--- src/rtl/dw_pkg.sv ---
package dw_pkg;
  typedef enum logic [2:0] {
    WS_IDLE,
    WS_FETCH,
    WS_CHECK,
    WS_ISSUE,
    WS_BUSY,
    WS_WBACK,
    WS_POLL
  } walk_st_e;

  localparam int unsigned OWN_POS = 31;
  localparam int unsigned END_POS = 0;
  localparam int unsigned LAST_BEAT = 3;

  localparam logic [1:0] SEL_CTRL = 2'd0;
  localparam logic [1:0] SEL_HEAD = 2'd1;
  localparam logic [1:0] SEL_IVL  = 2'd2;
  localparam logic [1:0] SEL_STAT = 2'd3;

  // bit order matches control register bits 4..0
  typedef struct packed {
    logic park;
    logic gie;
    logic abort;
    logic poll;
    logic run;
  } ctrl_bits_t;
endpackage

--- src/rtl/dw_regs.sv ---
module dw_regs
  import dw_pkg::*;
#(
  parameter int unsigned AW  = 32,
  parameter int unsigned PCW = 16
) (
  input  logic             clk,
  input  logic             rst_n,
  input  logic             wr_en,
  input  logic [3:0]       addr,
  input  logic [31:0]      wdata,
  output logic [31:0]      rdata,
  input  logic             hw_run_clr,
  input  logic             hw_abort_done,
  input  logic             done_event,
  output ctrl_bits_t       ctrl,
  output logic [AW-1:0]    head_ptr,
  output logic [PCW-1:0]   poll_ivl,
  output logic             irq_stat
);
  localparam int unsigned CTRL_W = $bits(ctrl_bits_t);

  ctrl_bits_t     ctrl_q, ctrl_d;
  logic [AW-1:0]  head_q, head_d;
  logic [PCW-1:0] ivl_q, ivl_d;
  logic           stat_q, stat_d;
  logic           aligned;
  logic [1:0]     sel;
  logic           wr_ok;

  assign aligned = (addr[1:0] == 2'b00);
  assign sel     = addr[3:2];
  assign wr_ok   = wr_en && aligned;

  always_comb begin
    ctrl_d = ctrl_q;
    head_d = head_q;
    ivl_d  = ivl_q;
    stat_d = stat_q;
    if (wr_ok && sel == SEL_CTRL) begin
      ctrl_d.park = wdata[4];
      ctrl_d.gie  = wdata[3];
      ctrl_d.poll = wdata[1];
      if (wdata[0]) ctrl_d.run   = 1'b1;
      if (wdata[2]) ctrl_d.abort = 1'b1;
    end
    if (hw_run_clr) ctrl_d.run = 1'b0;
    if (hw_abort_done) begin
      ctrl_d.run   = 1'b0;
      ctrl_d.abort = 1'b0;
    end
    if (wr_ok && sel == SEL_HEAD) head_d = wdata[AW-1:0];
    if (wr_ok && sel == SEL_IVL)  ivl_d  = wdata[PCW-1:0];
    if (wr_ok && sel == SEL_STAT && wdata[0]) stat_d = 1'b0;
    if (done_event && ctrl_q.gie) stat_d = 1'b1;
  end

  always_ff @(posedge clk or negedge rst_n) begin
    if (!rst_n) begin
      ctrl_q <= '0;
      head_q <= '0;
      ivl_q  <= '0;
      stat_q <= 1'b0;
    end else begin
      ctrl_q <= ctrl_d;
      head_q <= head_d;
      ivl_q  <= ivl_d;
      stat_q <= stat_d;
    end
  end

  always_comb begin
    rdata = '0;
    if (aligned) begin
      case (sel)
        SEL_CTRL: rdata = {{(32-CTRL_W){1'b0}}, ctrl_q};
        SEL_HEAD: rdata = 32'(head_q);
        SEL_IVL:  rdata = 32'(ivl_q);
        default:  rdata = {31'b0, stat_q};
      endcase
    end
  end

  assign ctrl     = ctrl_q;
  assign head_ptr = head_q;
  assign poll_ivl = ivl_q;
  assign irq_stat = stat_q;
endmodule

--- src/rtl/dw_poll_timer.sv ---
module dw_poll_timer #(
  parameter int unsigned PCW = 16
) (
  input  logic           clk,
  input  logic           rst_n,
  input  logic           load,
  input  logic           tick,
  input  logic [PCW-1:0] ivl,
  output logic           expire
);
  logic [PCW-1:0] cnt_q, cnt_d;
  logic [PCW-1:0] eff;
  logic           cnt_en;

  assign eff    = (ivl == '0) ? PCW'(1) : ivl;
  assign cnt_en = load || (tick && cnt_q != '0);

  always_comb begin
    cnt_d = cnt_q;
    if (load)                     cnt_d = eff;
    else if (tick && cnt_q != '0) cnt_d = cnt_q - PCW'(1);
  end

  always_ff @(posedge clk or negedge rst_n) begin
    if (!rst_n)      cnt_q <= '0;
    else if (cnt_en) cnt_q <= cnt_d;
  end

  assign expire = tick && (cnt_q <= PCW'(1));
endmodule

--- src/rtl/dw_walker.sv ---
module dw_walker
  import dw_pkg::*;
#(
  parameter int unsigned AW = 32
) (
  input  logic          clk,
  input  logic          rst_n,
  input  logic          run,
  input  logic          poll_en,
  input  logic          park,
  input  logic          abort_req,
  input  logic [AW-1:0] head_ptr,
  output logic          mrd_req,
  output logic [AW-1:0] mrd_addr,
  input  logic          mrd_ack,
  input  logic [31:0]   mrd_data,
  output logic          mwr_req,
  output logic [AW-1:0] mwr_addr,
  output logic [31:0]   mwr_data,
  input  logic          mwr_ack,
  output logic          disp_valid,
  input  logic          disp_ready,
  output logic [31:0]   disp_addr,
  output logic [31:0]   disp_len,
  input  logic          disp_done,
  input  logic          poll_expire,
  output logic          poll_load,
  output logic          polling,
  output logic          run_clr,
  output logic          abort_done,
  output logic          done_event,
  output logic          own_flag
);
  localparam logic [AW-1:0] WB_OFS = AW'(12);
  localparam logic [31:0]   OWN_M  = 32'(1) << OWN_POS;

  walk_st_e      st_q, st_d;
  logic [AW-1:0] cur_q, cur_d;
  logic [1:0]    beat_q, beat_d;
  logic [31:0]   nxt_q, nxt_d;
  logic [31:0]   buf_q, buf_d;
  logic [31:0]   len_q, len_d;
  logic [31:0]   cw_q, cw_d;

  assign mrd_addr  = cur_q + {{(AW-4){1'b0}}, beat_q, 2'b00};
  assign mwr_addr  = cur_q + WB_OFS;
  assign mwr_data  = park ? (cw_q | OWN_M) : (cw_q & ~OWN_M);
  assign disp_addr = buf_q;
  assign disp_len  = len_q;
  assign own_flag  = cw_q[OWN_POS];

  always_comb begin
    st_d       = st_q;
    cur_d      = cur_q;
    beat_d     = beat_q;
    nxt_d      = nxt_q;
    buf_d      = buf_q;
    len_d      = len_q;
    cw_d       = cw_q;
    mrd_req    = 1'b0;
    mwr_req    = 1'b0;
    disp_valid = 1'b0;
    poll_load  = 1'b0;
    polling    = 1'b0;
    run_clr    = 1'b0;
    abort_done = 1'b0;
    done_event = 1'b0;
    case (st_q)
      WS_IDLE: begin
        if (abort_req) begin
          abort_done = 1'b1;
        end else if (run) begin
          cur_d  = head_ptr;
          beat_d = 2'd0;
          st_d   = WS_FETCH;
        end
      end
      WS_FETCH: begin
        mrd_req = 1'b1;
        if (mrd_ack) begin
          case (beat_q)
            2'd0:    nxt_d = mrd_data;
            2'd1:    buf_d = mrd_data;
            2'd2:    len_d = mrd_data;
            default: cw_d  = mrd_data;
          endcase
          beat_d = beat_q + 2'd1;
          if (abort_req) begin
            abort_done = 1'b1;
            st_d       = WS_IDLE;
          end else if (beat_q == 2'(LAST_BEAT)) begin
            st_d = WS_CHECK;
          end
        end
      end
      WS_CHECK: begin
        if (abort_req) begin
          abort_done = 1'b1;
          st_d       = WS_IDLE;
        end else if (cw_q[OWN_POS]) begin
          st_d = WS_ISSUE;
        end else if (poll_en) begin
          poll_load = 1'b1;
          st_d      = WS_POLL;
        end else begin
          run_clr = 1'b1;
          st_d    = WS_IDLE;
        end
      end
      WS_ISSUE: begin
        if (abort_req) begin
          abort_done = 1'b1;
          st_d       = WS_IDLE;
        end else begin
          disp_valid = 1'b1;
          if (disp_ready) st_d = WS_BUSY;
        end
      end
      WS_BUSY: begin
        if (abort_req) begin
          abort_done = 1'b1;
          st_d       = WS_IDLE;
        end else if (disp_done) begin
          st_d = WS_WBACK;
        end
      end
      WS_WBACK: begin
        mwr_req = 1'b1;
        if (mwr_ack) begin
          done_event = 1'b1;
          if (abort_req) begin
            abort_done = 1'b1;
            st_d       = WS_IDLE;
          end else if (cw_q[END_POS] && !poll_en) begin
            run_clr = 1'b1;
            st_d    = WS_IDLE;
          end else begin
            cur_d  = nxt_q[AW-1:0];
            beat_d = 2'd0;
            st_d   = WS_FETCH;
          end
        end
      end
      WS_POLL: begin
        polling = 1'b1;
        if (abort_req) begin
          abort_done = 1'b1;
          st_d       = WS_IDLE;
        end else if (poll_expire) begin
          beat_d = 2'd0;
          st_d   = WS_FETCH;
        end
      end
      default: st_d = WS_IDLE;
    endcase
  end

  always_ff @(posedge clk or negedge rst_n) begin
    if (!rst_n) begin
      st_q   <= WS_IDLE;
      cur_q  <= '0;
      beat_q <= '0;
      nxt_q  <= '0;
      buf_q  <= '0;
      len_q  <= '0;
      cw_q   <= '0;
    end else begin
      st_q   <= st_d;
      cur_q  <= cur_d;
      beat_q <= beat_d;
      nxt_q  <= nxt_d;
      buf_q  <= buf_d;
      len_q  <= len_d;
      cw_q   <= cw_d;
    end
  end
endmodule

--- src/rtl/desc_walker.sv ---
module desc_walker
  import dw_pkg::*;
#(
  parameter int unsigned AW  = 32,
  parameter int unsigned PCW = 16
) (
  input  logic          clk,
  input  logic          rst_n,
  input  logic          reg_wr,
  input  logic [3:0]    reg_addr,
  input  logic [31:0]   reg_wdata,
  output logic [31:0]   reg_rdata,
  output logic          mrd_req,
  output logic [AW-1:0] mrd_addr,
  input  logic          mrd_ack,
  input  logic [31:0]   mrd_data,
  output logic          mwr_req,
  output logic [AW-1:0] mwr_addr,
  output logic [31:0]   mwr_data,
  input  logic          mwr_ack,
  output logic          disp_valid,
  input  logic          disp_ready,
  output logic [31:0]   disp_addr,
  output logic [31:0]   disp_len,
  input  logic          disp_done,
  output logic          irq
);
  ctrl_bits_t     ctrl;
  logic [AW-1:0]  head_ptr;
  logic [PCW-1:0] poll_ivl;
  logic           irq_stat;
  logic           run_clr, abort_done, done_event;
  logic           poll_load, poll_expire, polling, own_flag;
  logic           run_bit, abort_bit, gie_bit;

  assign run_bit   = ctrl.run;
  assign abort_bit = ctrl.abort;
  assign gie_bit   = ctrl.gie;

  dw_regs #(.AW(AW), .PCW(PCW)) u_regs (
    .clk           (clk),
    .rst_n         (rst_n),
    .wr_en         (reg_wr),
    .addr          (reg_addr),
    .wdata         (reg_wdata),
    .rdata         (reg_rdata),
    .hw_run_clr    (run_clr),
    .hw_abort_done (abort_done),
    .done_event    (done_event),
    .ctrl          (ctrl),
    .head_ptr      (head_ptr),
    .poll_ivl      (poll_ivl),
    .irq_stat      (irq_stat)
  );

  dw_poll_timer #(.PCW(PCW)) u_timer (
    .clk    (clk),
    .rst_n  (rst_n),
    .load   (poll_load),
    .tick   (polling),
    .ivl    (poll_ivl),
    .expire (poll_expire)
  );

  dw_walker #(.AW(AW)) u_walk (
    .clk         (clk),
    .rst_n       (rst_n),
    .run         (run_bit),
    .poll_en     (ctrl.poll),
    .park        (ctrl.park),
    .abort_req   (abort_bit),
    .head_ptr    (head_ptr),
    .mrd_req     (mrd_req),
    .mrd_addr    (mrd_addr),
    .mrd_ack     (mrd_ack),
    .mrd_data    (mrd_data),
    .mwr_req     (mwr_req),
    .mwr_addr    (mwr_addr),
    .mwr_data    (mwr_data),
    .mwr_ack     (mwr_ack),
    .disp_valid  (disp_valid),
    .disp_ready  (disp_ready),
    .disp_addr   (disp_addr),
    .disp_len    (disp_len),
    .disp_done   (disp_done),
    .poll_expire (poll_expire),
    .poll_load   (poll_load),
    .polling     (polling),
    .run_clr     (run_clr),
    .abort_done  (abort_done),
    .done_event  (done_event),
    .own_flag    (own_flag)
  );

  assign irq = irq_stat & gie_bit;
endmodule

--- config.mk ---
export PLATFORM = sky130hd
export DESIGN_NAME = desc_walker
export DESIGN_NICKNAME = d
export VERILOG_FILES = /design/src/rtl/dw_pkg.sv /design/src/rtl/dw_regs.sv /design/src/rtl/dw_poll_timer.sv /design/src/rtl/dw_walker.sv /design/src/rtl/desc_walker.sv
export SDC_FILE = /design/constraint.sdc
export NUM_CORES = 1
export LEC_CHECK = 0
export ABC_CLOCK_PERIOD_IN_PS = 2400
export CORE_MARGIN = 4
export CORE_UTILIZATION = 58
export DETAILED_ROUTE_END_ITERATION = 6
export DONT_BUFFER_PORTS = 1
export MAX_ROUTING_LAYER = met4
export PLACE_DENSITY_LB_ADDON = 0.12
export SYNTH_ARGS = -nofsm -noshare
export SYNTH_HDL_FRONTEND = slang
export SYNTH_SLANG_ARGS = --single-unit
--- constraint.sdc ---
create_clock -name clk -period 2.4 [get_ports clk]
set_clock_uncertainty 0.05 [all_clocks]
set_input_delay 0.36 -clock clk [delete_from_list [all_inputs] [get_ports clk]]
set_output_delay 0.36 -clock clk [all_outputs]
set_load 0.03 [all_outputs]
==> impl_results.rst <==
.. list-table::
   :header-rows: 1

   * - Metric
     - Value
   * - Maximum vdd drop
     - 0.000852 V
   * - Filler cell count
     - 1237
   * - CTS HTree Levels
     - 1
   * - Final hold viol count
     - 235
   * - Y dimension of the die
     - 148 um
   * - Placed insts
     - 1341
   * - Number of setup violations in the final report
     - 46
   * - Crit share post-route
     - 122%
   * - RSZ-0062 raised after global routing
     - yes
   * - Clock network latency to the later pin of the worst-skew pair
     - 520 ps
   * - Kind of end point of the critical path
     - output pin
   * - Class of the tightest hold or removal check
     - in -> async
   * - Slew of the pin with the lowest slew margin
     - 634 ps
   * - Area of the mapped netlist
     - 11400 um^2
   * - Synthesized instance count
     - 1007
   * - Initial Utilization
     - 59.0%
   * - Compound-cell area share of the yosys netlist
     - 6.04%
   * - Worst max-slew margin expressed relative to the limit
     - 57.7%
   * - Post-synthesis mux area share
     - 18.2%
   * - Pwr Density
     - 1400 nW/um^2
   * - Flops & latches, synth
     - 235
   * - TritonRoute pass-1 iters
     - 5
   * - Clock tree from TritonCTS
     - yes
   * - Main synth FF type
     - sky130_fd_sc_hd__dfrtp_1
   * - Horizontal die dimension
     - 148 um
   * - Number of maximum-capacitance violations
     - 0
   * - Synthesized-area fraction occupied by adder cells
     - 1.27%
   * - Metal2 WL
     - 17.0 mm
   * - IO buf count
     - 0
   * - Wire length of the first global-routing pass
     - 52.9 mm
   * - Vias per inst
     - 6.07
   * - Syn-to-layout area delta
     - 32.8%
   * - Total area of sequential cells
     - 5890 um^2
   * - Area of the core
     - 19400 um^2
   * - Net Count, Synth
     - 1093
   * - Distinct cells, synth
     - 73
   * - Startpoint types
     - flip-flop
   * - Share of layout cells above drive strength 1
     - 41.2%
   * - Die Area
     - 22000 um^2
   * - Simple-gate area share of the yosys netlist
     - 14.9%
   * - Post-layout nets
     - 1278
   * - Post-detailed-route DRC marker count
     - 0
   * - Maximum number of buffers from clock root to sink
     - 3
   * - Number of buffers created by CTS
     - 25
   * - Final worst slack
     - -518 ps
   * - Multi-input combinational cell area
     - 5950 um^2
   * - Via count of the first global-routing pass
     - 9179
   * - Antenna violations before repair
     - 0
   * - Data required time of the critical path
     - 1990 ps
   * - Violations in the final reports
     - negative hold slack, negative setup slack
   * - Cell types occupying the most area after synthesis
     - sky130_fd_sc_hd__dfrtp_1 51%, sky130_fd_sc_hd__mux2_2 18%, sky130_fd_sc_hd__nand2_1 3.6%, sky130_fd_sc_hd__nor2_1 2.8%, sky130_fd_sc_hd__xnor2_1 2.6%
   * - Worst Hold Slack
     - -502 ps
   * - Routed wire per std cell
     - 23.4 um
   * - Fraction of synthesized cell area in xor and xnor cells
     - 4.67%
   * - Data arrival time of the worst path
     - 2510 ps
   * - CTS sink count
     - 235
   * - Outcome
     - finished with violations
   * - Most common cell after layout, fill and taps aside
     - sky130_fd_sc_hd__dfrtp_1
   * - Number of inserted diodes
     - 0
   * - Share of flip-flops with an asynchronous set or reset after synthesis
     - 100%
   * - Post-layout minimum cycle time
     - 2920 ps
   * - Cell accounting for the most synthesized area
     - sky130_fd_sc_hd__dfrtp_1
   * - Highest-count cells in the layout ignoring fill and taps
     - 228 x sky130_fd_sc_hd__dfrtp_1, 178 x sky130_fd_sc_hd__mux2_2, 104 x sky130_fd_sc_hd__buf_4
   * - Final antenna-violating net count
     - 0
   * - Mean instance size in the synthesized netlist
     - 11.4 um^2
   * - Std cell rows
     - 51
   * - Post-synth EDFFs
     - 0
   * - Worst-path clk slew
     - 60 ps
   * - Routed wire length
     - 34.5 mm
   * - Dpl hpwl
     - 22.8 mm
   * - Post-synth top area share
     - 51.4%
   * - Worst Setup Path Type
     - reg -> out
   * - RD Place Congestion
     - 0.914
   * - Final std cells w/o fill
     - 1474
   * - Yosys warning total
     - 0
   * - Hold-fix buffers, CTS
     - 68
   * - Met1 routed wirelength after detailed routing
     - 13.7 mm
   * - GRT overflow
     - 0
   * - Number of ports placed on the die boundary
     - 271
   * - Largest fanout on the critical path
     - 3
   * - Total leakage power
     - 0.00691 uW
   * - Library cell used as clock root buffer
     - sky130_fd_sc_hd__clkbuf_16
   * - 1st-iter DRT viols
     - 556
   * - Total number of vias
     - 8941
   * - Pin count of the biggest net entering global routing
     - 236
   * - Main combinational cell family by area after synthesis
     - multiplexers
   * - Pre-CTS setup slack
     - -55.6 ps
   * - Final-report max-slew violation count
     - 0
   * - Detailed route wirelength on metal3
     - 2.76 mm
   * - Maximum achievable frequency
     - 343 MHz
   * - DR top layer
     - met4
   * - Total routing resource utilization after global routing
     - 31.5%
   * - Register area share after synthesis
     - 51.4%
## power by group
group / leakage (uW) / total (uW) / internal [uW] / switching [uW]
Clock: 0.000414 / 3910 / 2340 / 1570
Sequential: 0.00292 / 8560 / 5590 / 2970
Combinational: 0.00357 / 8860 / 3980 / 4880
Total: 0.00691 / 21300 / 11900 / 9430
## per-layer routing
layer / GRT usage, % / vias to the layer above
met3: 6.73 / 80
met4: 9.38 / 0
li1: - / 3917
met1: 41.6 / 4541
met5: - / -
met2: 49.6 / 403
## cells in the mapped netlist, types with 2 or more instances
cell type                    n
sky130_fd_sc_hd__nand3_1    25
sky130_fd_sc_hd__a21oi_1    16
sky130_fd_sc_hd__and4_1      6
sky130_fd_sc_hd__nor3_2      2
sky130_fd_sc_hd__nor4_1      5
sky130_fd_sc_hd__nor2b_1     7
sky130_fd_sc_hd__inv_1      15
sky130_fd_sc_hd__a221o_1     3
sky130_fd_sc_hd__a21o_1      3
sky130_fd_sc_hd__xor2_1     27
sky130_fd_sc_hd__ha_1       10
sky130_fd_sc_hd__or2_2       4
sky130_fd_sc_hd__nand3b_1    4
sky130_fd_sc_hd__nand4_1    12
sky130_fd_sc_hd__and3_1     23
sky130_fd_sc_hd__a31oi_1    34
sky130_fd_sc_hd__nor2_1     84
sky130_fd_sc_hd__o21ai_1     2
sky130_fd_sc_hd__nor4_4      4
sky130_fd_sc_hd__a22oi_1    12
sky130_fd_sc_hd__or3_1       4
sky130_fd_sc_hd__and2_1      5
sky130_fd_sc_hd__o21ai_0    11
sky130_fd_sc_hd__a211oi_1    3
sky130_fd_sc_hd__nand2_1   110
sky130_fd_sc_hd__nor3_1     12
sky130_fd_sc_hd__nor4_2      3
sky130_fd_sc_hd__mux2_2    178
sky130_fd_sc_hd__mux2i_1     6
sky130_fd_sc_hd__nand4_4     2
sky130_fd_sc_hd__buf_4       6
sky130_fd_sc_hd__clkbuf_1   24
sky130_fd_sc_hd__o31ai_1     3
sky130_fd_sc_hd__buf_2      35
sky130_fd_sc_hd__dfrtp_1   235
sky130_fd_sc_hd__nor3b_1     2
sky130_fd_sc_hd__xnor2_1    34
## cell families after synthesis
family,count (synthesis)
simple gates,328
mux,185
xor+xnor,61
fa+ha+maj,11
buf+inv,84
compound gates,103
flops,235
## flip-flops by register name, indices dropped and copies added, names as in the netlist
name	cells
u_walk.st_q	3
u_walk.beat_q	2
u_regs.irq_stat	1
u_regs.head_ptr	32
u_timer.cnt_q	16
u_walk.cur_q	32
u_regs.poll_ivl	16
u_walk.disp_len	32
u_walk.disp_addr	32
u_regs.ctrl	5
u_walk.nxt_q	32
u_walk.cw_q	32
## worst max-delay path: stages, from the launching register on
cell	delay (ps)
sky130_fd_sc_hd__dfrtp_1	410
sky130_fd_sc_hd__ha_4	180
sky130_fd_sc_hd__fa_2	260
sky130_fd_sc_hd__nand3_4	110
sky130_fd_sc_hd__nor4_4	140
sky130_fd_sc_hd__buf_4	190
sky130_fd_sc_hd__buf_12	110
sky130_fd_sc_hd__nand3_4	90
sky130_fd_sc_hd__nor2_4	150
sky130_fd_sc_hd__xor2_2	180
sky130_fd_sc_hd__buf_6	160
## final cells by class
class / count / area share [%]
multi-input combinational: 688 / 39.2
sequential: 235 / 38.8
clock inverter: 9 / 0.667
tap: 265 / 2.18
inverter: 16 / 0.412
timing repair buffer: 226 / 14.0
clock buffer: 35 / 4.83
## path summary, 6_finish.rpt
check | end | depth (start not counted) | slack [ps] | start
min in group clk | u_regs.ctrl[3] | 3 | 30 | reg_addr[2]
worst min-delay path | u_walk.disp_len[15] | 0 | -500 | rst_n
worst max register to register | u_timer.cnt_q[11] | 7 | 210 | u_timer.cnt_q[0]
worst max-delay path | mrd_addr[20] | 10 | -520 | u_walk.cur_q[2]
worst min register to register | u_walk.nxt_q[13] | 1 | 460 | u_walk.nxt_q[13]
max in group asynchronous | u_walk.cur_q[24] | 0 | 2480 | rst_n
## stage by stage
stage | util [%] | TNS [ps] | power, uW | area (um^2)
floorplan | - | -265 | 13600 | 11700
global placement | 65.8 | 0 | 16100 | 12800
detailed placement | 65.8 | -132 | 16200 | 12800
CTS | 76.4 | -12940 | 20900 | 14800
global route | 78.3 | -18490 | 22300 | 15200
finish | 78.3 | -15000 | 21300 | 15200
## repair_timing
action / 4_1_cts / 5_1_grt
buffers inserted: 11 / 18
gates resized for setup: 98 / 62
pin swaps: 53 / 37
setup endpoints to repair: 48 / 55
hold endpoints to repair: 417 / 235
(Power assumes the default switching activity.)
